===== src/rtl/exu_pkg.sv =====
package exu_pkg;
    localparam int OPW   = 6;
    localparam int RIDXW = 5;
    localparam int IMMW  = 16;

    localparam logic [OPW-1:0] OP_RFMT = 6'd0;
    localparam logic [OPW-1:0] OP_ADDI = 6'd8;
    localparam logic [OPW-1:0] OP_SLTI = 6'd10;
    localparam logic [OPW-1:0] OP_ANDI = 6'd12;
    localparam logic [OPW-1:0] OP_ORI  = 6'd13;
    localparam logic [OPW-1:0] OP_LUI  = 6'd15;
    localparam logic [OPW-1:0] OP_LDW  = 6'd35;
    localparam logic [OPW-1:0] OP_STW  = 6'd43;

    localparam logic [OPW-1:0] FN_ADD = 6'd32;
    localparam logic [OPW-1:0] FN_SUB = 6'd34;
    localparam logic [OPW-1:0] FN_SLT = 6'd42;

    typedef enum logic [2:0] {
        K_ADD, K_SUB, K_SLT, K_AND, K_OR, K_LUI, K_NONE
    } alu_kind_e;

    typedef enum logic [1:0] {
        B_REG, B_SEXT, B_ZEXT
    } bsel_e;

    typedef struct packed {
        alu_kind_e             kind;
        bsel_e                 bsel;
        logic [RIDXW-1:0]      dest;
        logic [RIDXW-1:0]      src_a;
        logic [RIDXW-1:0]      src_b;
        logic [IMMW-1:0]       imm;
        logic                  wr;
        logic                  ld;
        logic                  st;
        logic                  bad;
    } dec_t;

    function automatic logic [OPW-1:0] op_of(input logic [31:0] w);
        return w[31:26];
    endfunction
endpackage


===== src/rtl/exu_decode.sv =====
module exu_decode
    import exu_pkg::*;
(
    input  logic [31:0] instr,
    output dec_t        dec
);
    logic [OPW-1:0] op;
    logic [OPW-1:0] fn;

    assign op = op_of(instr);
    assign fn = instr[5:0];

    always_comb begin
        dec       = '0;
        dec.kind  = K_NONE;
        dec.bsel  = B_REG;
        dec.src_a = instr[25:21];
        dec.src_b = instr[20:16];
        dec.imm   = instr[15:0];
        dec.dest  = instr[20:16];
        dec.bad   = 1'b0;
        unique case (op)
            OP_RFMT: begin
                dec.dest = instr[15:11];
                dec.wr   = 1'b1;
                unique case (fn)
                    FN_ADD:  dec.kind = K_ADD;
                    FN_SUB:  dec.kind = K_SUB;
                    FN_SLT:  dec.kind = K_SLT;
                    default: begin
                        dec.wr  = 1'b0;
                        dec.bad = 1'b1;
                    end
                endcase
            end
            OP_ADDI: begin dec.kind = K_ADD; dec.bsel = B_SEXT; dec.wr = 1'b1; end
            OP_SLTI: begin dec.kind = K_SLT; dec.bsel = B_SEXT; dec.wr = 1'b1; end
            OP_ANDI: begin dec.kind = K_AND; dec.bsel = B_ZEXT; dec.wr = 1'b1; end
            OP_ORI:  begin dec.kind = K_OR;  dec.bsel = B_ZEXT; dec.wr = 1'b1; end
            OP_LUI:  begin dec.kind = K_LUI; dec.wr = 1'b1; end
            OP_LDW:  begin dec.kind = K_ADD; dec.bsel = B_SEXT; dec.ld = 1'b1; end
            OP_STW:  begin dec.kind = K_ADD; dec.bsel = B_SEXT; dec.st = 1'b1; end
            default: dec.bad = 1'b1;
        endcase
    end
endmodule


===== src/rtl/exu_operand.sv =====
module exu_operand
    import exu_pkg::*;
#(
    parameter int DW = 32
) (
    input  dec_t          dec,
    input  logic [DW-1:0] rs_val,
    input  logic [DW-1:0] rt_val,
    output logic [DW-1:0] opa,
    output logic [DW-1:0] opb
);
    localparam int EXTW = DW - IMMW;

    logic [DW-1:0] rt_eff;
    logic [DW-1:0] imm_s;
    logic [DW-1:0] imm_z;

    // register 0 is hard zero regardless of what the file returned
    assign opa    = (dec.src_a == '0) ? '0 : rs_val;
    assign rt_eff = (dec.src_b == '0) ? '0 : rt_val;
    assign imm_s  = {{EXTW{dec.imm[IMMW-1]}}, dec.imm};
    assign imm_z  = {{EXTW{1'b0}}, dec.imm};

    always_comb begin
        unique case (dec.bsel)
            B_SEXT:  opb = imm_s;
            B_ZEXT:  opb = imm_z;
            default: opb = rt_eff;
        endcase
    end
endmodule


===== src/rtl/exu_alu.sv =====
module exu_alu
    import exu_pkg::*;
#(
    parameter int DW = 32
) (
    input  alu_kind_e       kind,
    input  logic [DW-1:0]   a,
    input  logic [DW-1:0]   b,
    input  logic [IMMW-1:0] imm,
    output logic [DW-1:0]   y
);
    localparam int LOW = DW - IMMW;

    logic lt;
    assign lt = $signed(a) < $signed(b);

    always_comb begin
        unique case (kind)
            K_ADD:   y = a + b;
            K_SUB:   y = a - b;
            K_SLT:   y = {{(DW-1){1'b0}}, lt};
            K_AND:   y = a & b;
            K_OR:    y = a | b;
            K_LUI:   y = {imm, {LOW{1'b0}}};
            default: y = '0;
        endcase
    end
endmodule


===== src/rtl/exu_core.sv =====
module exu_core
    import exu_pkg::*;
#(
    parameter int DW = 32
) (
    input  logic          clk,
    input  logic          rst,
    input  logic          in_valid,
    input  logic [31:0]   in_instr,
    input  logic [DW-1:0] in_rs_val,
    input  logic [DW-1:0] in_rt_val,
    output logic          out_valid,
    output logic [DW-1:0] out_result,
    output logic [4:0]    out_dest,
    output logic          out_wen,
    output logic          out_load,
    output logic          out_store,
    output logic          out_illegal
);
    dec_t          dec;
    logic [DW-1:0] opa;
    logic [DW-1:0] opb;
    logic [DW-1:0] alu_y;

    exu_decode u_dec (.instr(in_instr), .dec(dec));

    exu_operand #(.DW(DW)) u_opnd (
        .dec(dec), .rs_val(in_rs_val), .rt_val(in_rt_val), .opa(opa), .opb(opb)
    );

    exu_alu #(.DW(DW)) u_alu (
        .kind(dec.kind), .a(opa), .b(opb), .imm(dec.imm), .y(alu_y)
    );

    always_ff @(posedge clk) begin
        if (rst) begin
            out_valid   <= 1'b0;
            out_result  <= '0;
            out_dest    <= '0;
            out_wen     <= 1'b0;
            out_load    <= 1'b0;
            out_store   <= 1'b0;
            out_illegal <= 1'b0;
        end else begin
            out_valid   <= in_valid;
            out_result  <= dec.bad ? '0 : alu_y;
            out_dest    <= dec.bad ? '0 : dec.dest;
            out_wen     <= in_valid && dec.wr && (dec.dest != '0);
            out_load    <= in_valid && dec.ld;
            out_store   <= in_valid && dec.st;
            out_illegal <= in_valid && dec.bad;
        end
    end

    p_illegal_quiet_r9: assert property (@(posedge clk) disable iff (rst)
        out_illegal |-> (!out_wen && !out_load && !out_store && out_result == '0));

    p_no_zero_write_r8: assert property (@(posedge clk) disable iff (rst)
        out_wen |-> (out_dest != '0));

    p_mem_no_wen_r6: assert property (@(posedge clk) disable iff (rst)
        (out_load || out_store) |-> !out_wen);

    p_idle_quiet_r10: assert property (@(posedge clk) disable iff (rst)
        !in_valid |=> (!out_valid && !out_wen && !out_illegal && !out_load && !out_store));

    p_lui_low_zero_r4: assert property (@(posedge clk) disable iff (rst)
        (in_valid && op_of(in_instr) == OP_LUI) |=> (out_result[15:0] == 16'h0));
endmodule


===== config.mk =====
export PLATFORM = sky130hd
export DESIGN_NAME = exu_core
export DESIGN_NICKNAME = d
export VERILOG_FILES = /design/src/rtl/exu_pkg.sv /design/src/rtl/exu_decode.sv /design/src/rtl/exu_operand.sv /design/src/rtl/exu_alu.sv /design/src/rtl/exu_core.sv
export SDC_FILE = /design/constraint.sdc
export NUM_CORES = 1
export LEC_CHECK = 0
export ABC_CLOCK_PERIOD_IN_PS = 14200
export BUFFER_PORTS_ARGS = -buffer_cell sky130_fd_sc_hd__buf_2
export CORE_MARGIN = 2
export CORE_UTILIZATION = 37
export CTS_BUF_LIST = sky130_fd_sc_hd__clkbuf_16
export CTS_CLUSTER_DIAMETER = 120
export CTS_CLUSTER_SIZE = 28
export DETAILED_ROUTE_END_ITERATION = 10
export PLACE_DENSITY_LB_ADDON = 0.15
export SLEW_MARGIN = 40
export SYNTH_ARGS = -nofsm -noshare
export SYNTH_HDL_FRONTEND = slang
export SYNTH_SLANG_ARGS = --single-unit

===== constraint.sdc =====
create_clock -name clk -period 14.2 [get_ports clk]
set_input_delay 2.84 -clock clk [delete_from_list [all_inputs] [get_ports clk]]
set_output_delay 2.84 -clock clk [all_outputs]
set_load 0.03 [all_outputs]

==> results.py <==
metrics = {
    "status": {
        "status": "finished clean",
    },
    "logic_synthesis": {
        "ys_warn_count": 0,
        "seq_area_frac_synth_pct": 12.2,
        "ys_types": 81,
        "synth-main-ff-cell": "dfxtp_1",
        "yosys_register_bits": 42,
        "synth_edf_count": 0,
        "synth_nets": 1192,
        "synthCells": 991,
        "async_flop_share_pct": 0,
        "syn-cell-area_um2": 6910,
        "syn_area_per_cell_um2": 6.97,
    },
    "power": {
        "p_leak_nw": 3.76,
        "clkPwrFrac_pct": 23.3,
        "seqPwrFrac_pct": 22.5,
        "p_int_uw": 292,
        "power_density_nw_per_um2": 68.0,
        "power.total_uw": 535,
        "pwr-share-comb_pct": 54.2,
        "swShare_pct": 45.4,
        "ir_drop_mv": 0.0404,
        "p_switching_uw": 243,
    },
    "detailed_routing": {
        "antenna_left": 0,
        "first_pass_iters": 5,
        "drt_iter0_markers": 569,
        "wl_um": 25600,
        "wl_per_cell_um": 19.3,
        "drc": 0,
        "routed_via_density": 5.76,
        "num_vias": 7608,
    },
    "clocking": {
        "cts_tree": "built",
        "cts_setup_buffers": 0,
        "clock-sinks": 42,
        "post_cts_resized": 0,
        "htree_levels": 2,
        "cts_buffers": 5,
        "clk_path_buf_depth": 2,
        "cts_hold_buffers": 0,
        "clk_pin_slew_ns": 0.08,
        "root_buffer": "clkbuf_16",
    },
    "cells_and_area": {
        "final_cells": 1321,
        "nNetsFinal": 1292,
        "area_growth_pct": 13.9,
        "antennaDiodeCount": 0,
        "final_common_cell": "buf_2",
        "utilization_pct": 43.4,
        "final_cell_mix": "140 x buf_2, 111 x a21oi_1, 100 x ha_1, 99 x inv_1, 97 x nand2_1",
        "layout-drive-gt1-share_pct": 16.9,
    },
    "critical_path": {
        "crit_fanout": 19,
        "end_kind": "flop",
        "cp.arrival_ns": 8.27,
        "cp_slowest_cell": "nand4bb_1",
        "critPathMaxStageDelay_ns": 0.62,
        "path_class": "input pin to flop",
        "critPathRequiredTime_ns": 14.39,
        "crit_path_start_kind": "input pin",
        "path_cells": "buf_2, nand4bb_1, or2_2, ha_1, buf_4, and2_1, a22o_1, ha_1, fa_1, a21oi_1, o211a_1, o21bai_4, a31oi_2, o41ai_4, a41oi_1, and3_1, nor4_1, a21oi_1",
    },
    "timing": {
        "fin_tns_setup_ns": 0,
        "tightestPinTransition_ns": 0.767,
        "setup_violations": 0,
        "min_period_over_period_pct": 56.9,
        "holdWs_ns": 2.74,
        "clock.fmax_ghz": 0.124,
        "slew-limit-headroom_pct": 48.9,
        "hold_viol_final": 0,
        "slew_violations": 0,
        "layout_min_cycle_time_ns": 8.09,
        "rsz0062_at_grt": "false",
    },
    "floorplan": {
        "num_rows": 49,
        "fp.dieW_um": 141,
        "core_area_um2": 18100,
        "dieArea_um2": 19800,
        "die_h_um": 141,
        "ios": 141,
        "start_util_pct": 38.1,
    },
    "grt": {
        "grt_pass1_wl_um": 39800,
        "gr-total-overflow": 0,
        "grt_max_degree": 66,
        "antenna_found_initial": 1,
        "grt_pass1_vias": 7387,
        "grt_use_total_pct": 25.4,
    },
    "min_path": {
        "holdCritPathClass": "input pin to flop",
        "min_to": "out_valid",
        "hp-start": "rst",
        "whs_path_depth": 2,
    },
    "placement": {
        "dp_cells": 1312,
        "place_congestion": 0.898,
        "hpwl_um": 19200,
        "io_buffers": 140,
    },
    "run": {
        "drv_cap": 0,
    },
}
stage by stage:
| stage | worst slack [ns] | area [µm²] |
|---|---|---|
| final | 6.11 | 7870 |
| after global routing | 5.76 | 7870 |
| after CTS | 6.16 | 7860 |
| after detailed placement | 5.87 | 7710 |
| after global placement | 6.01 | 7710 |
| after floorplan | 6.87 | 6910 |
power groups by stage:
stage | clock network [mW] | registers (mW) | logic [mW]
after floorplan | 0 | 0.127 | 0.205
after global placement | 0 | 0.123 | 0.285
after detailed placement | 0 | 0.123 | 0.285
after CTS | 0.128 | 0.120 | 0.286
after global routing | 0.132 | 0.120 | 0.321
final | 0.125 | 0.120 | 0.290
registers in the layout (all words and copies together) (netlist names):
signal,cells
out_illegal,1
out_load,1
out_dest,5
out_result,32
out_wen,1
out_store,1
out_valid,1
kinds of logic after synthesis:
logic type | Yosys count | synth area share, %
buffers and inverters | 159 | 9.26
XOR/XNOR | 6 | 0.761
multiplexers | 7 | 1.01
AO/OA/AOI/OAI | 360 | 35.6
flip-flops | 42 | 12.2
adder cells (fa/ha/maj) | 102 | 18.7
AND/OR/NAND/NOR | 315 | 22.5
how the worst max path moves through the flow:
stage | from | endpoint | slack (ns) | depth (start not counted)
2_1_floorplan | in_instr[31] | out_result[30] | 6.87 | 22
3_3_place_gp | in_instr[31] | out_result[26] | 6.01 | 18
3_5_place_dp | in_instr[31] | out_result[30] | 5.87 | 18
4_1_cts | in_instr[31] | out_result[30] | 6.16 | 18
5_1_grt | in_instr[31] | out_result[30] | 5.76 | 18
6_report | in_instr[31] | out_result[26] | 6.11 | 18
critical path, delay by kind of cell:
family          cells  cell delay (ns)
fa+ha+maj           3             0.81
simple gates        5             2.25
buf+inv             2             0.39
compound gates      8             1.97
cell type report:
type	instances	area, µm²
fillers	1965	10300
flip-flops and latches	42	841
clock buffers	5	125
multi-input cells	790	5430
clock inverters	3	21.3
repair buffers	152	791
well taps	229	287
inverters	100	375
per-layer routing:
metal	GRT usage (%)	routed length [µm]
met2	42.2	11900
met3	4.11	1730
met4	12.9	1330
met5	0	0
met1	31.7	10600
synth_stat cells, types with 5 or more instances:
library cell / count / share of area (%)
nand2_1: 97 / 5.3
a21o_1: 18 / 2.0
a31oi_1: 7 / 0.63
o221ai_1: 6 / 0.76
buf_2: 13 / 0.94
or3_1: 9 / 0.82
nor2b_1: 6 / 0.54
a211oi_1: 16 / 1.7
clkbuf_1: 40 / 2.2
o21ai_0: 58 / 4.2
nand4_1: 7 / 0.63
a221o_1: 9 / 1.3
o21bai_1: 18 / 2.0
nand2b_1: 9 / 0.82
a221oi_1: 9 / 1.1
o31ai_1: 8 / 0.87
o22ai_1: 7 / 0.63
o21a_1: 9 / 0.98
ha_1: 100 / 18
inv_1: 99 / 5.4
nor3_1: 20 / 1.4
or2_2: 5 / 0.45
dfxtp_1: 42 / 12
nor2_1: 89 / 4.8
and2_1: 37 / 3.4
mux2i_1: 7 / 1.0
a21oi_1: 111 / 8.0
and3_1: 6 / 0.54
a22o_1: 17 / 2.2
o211ai_1: 23 / 2.5
nand3_1: 5 / 0.36
Power figures use the tool's default switching activity.
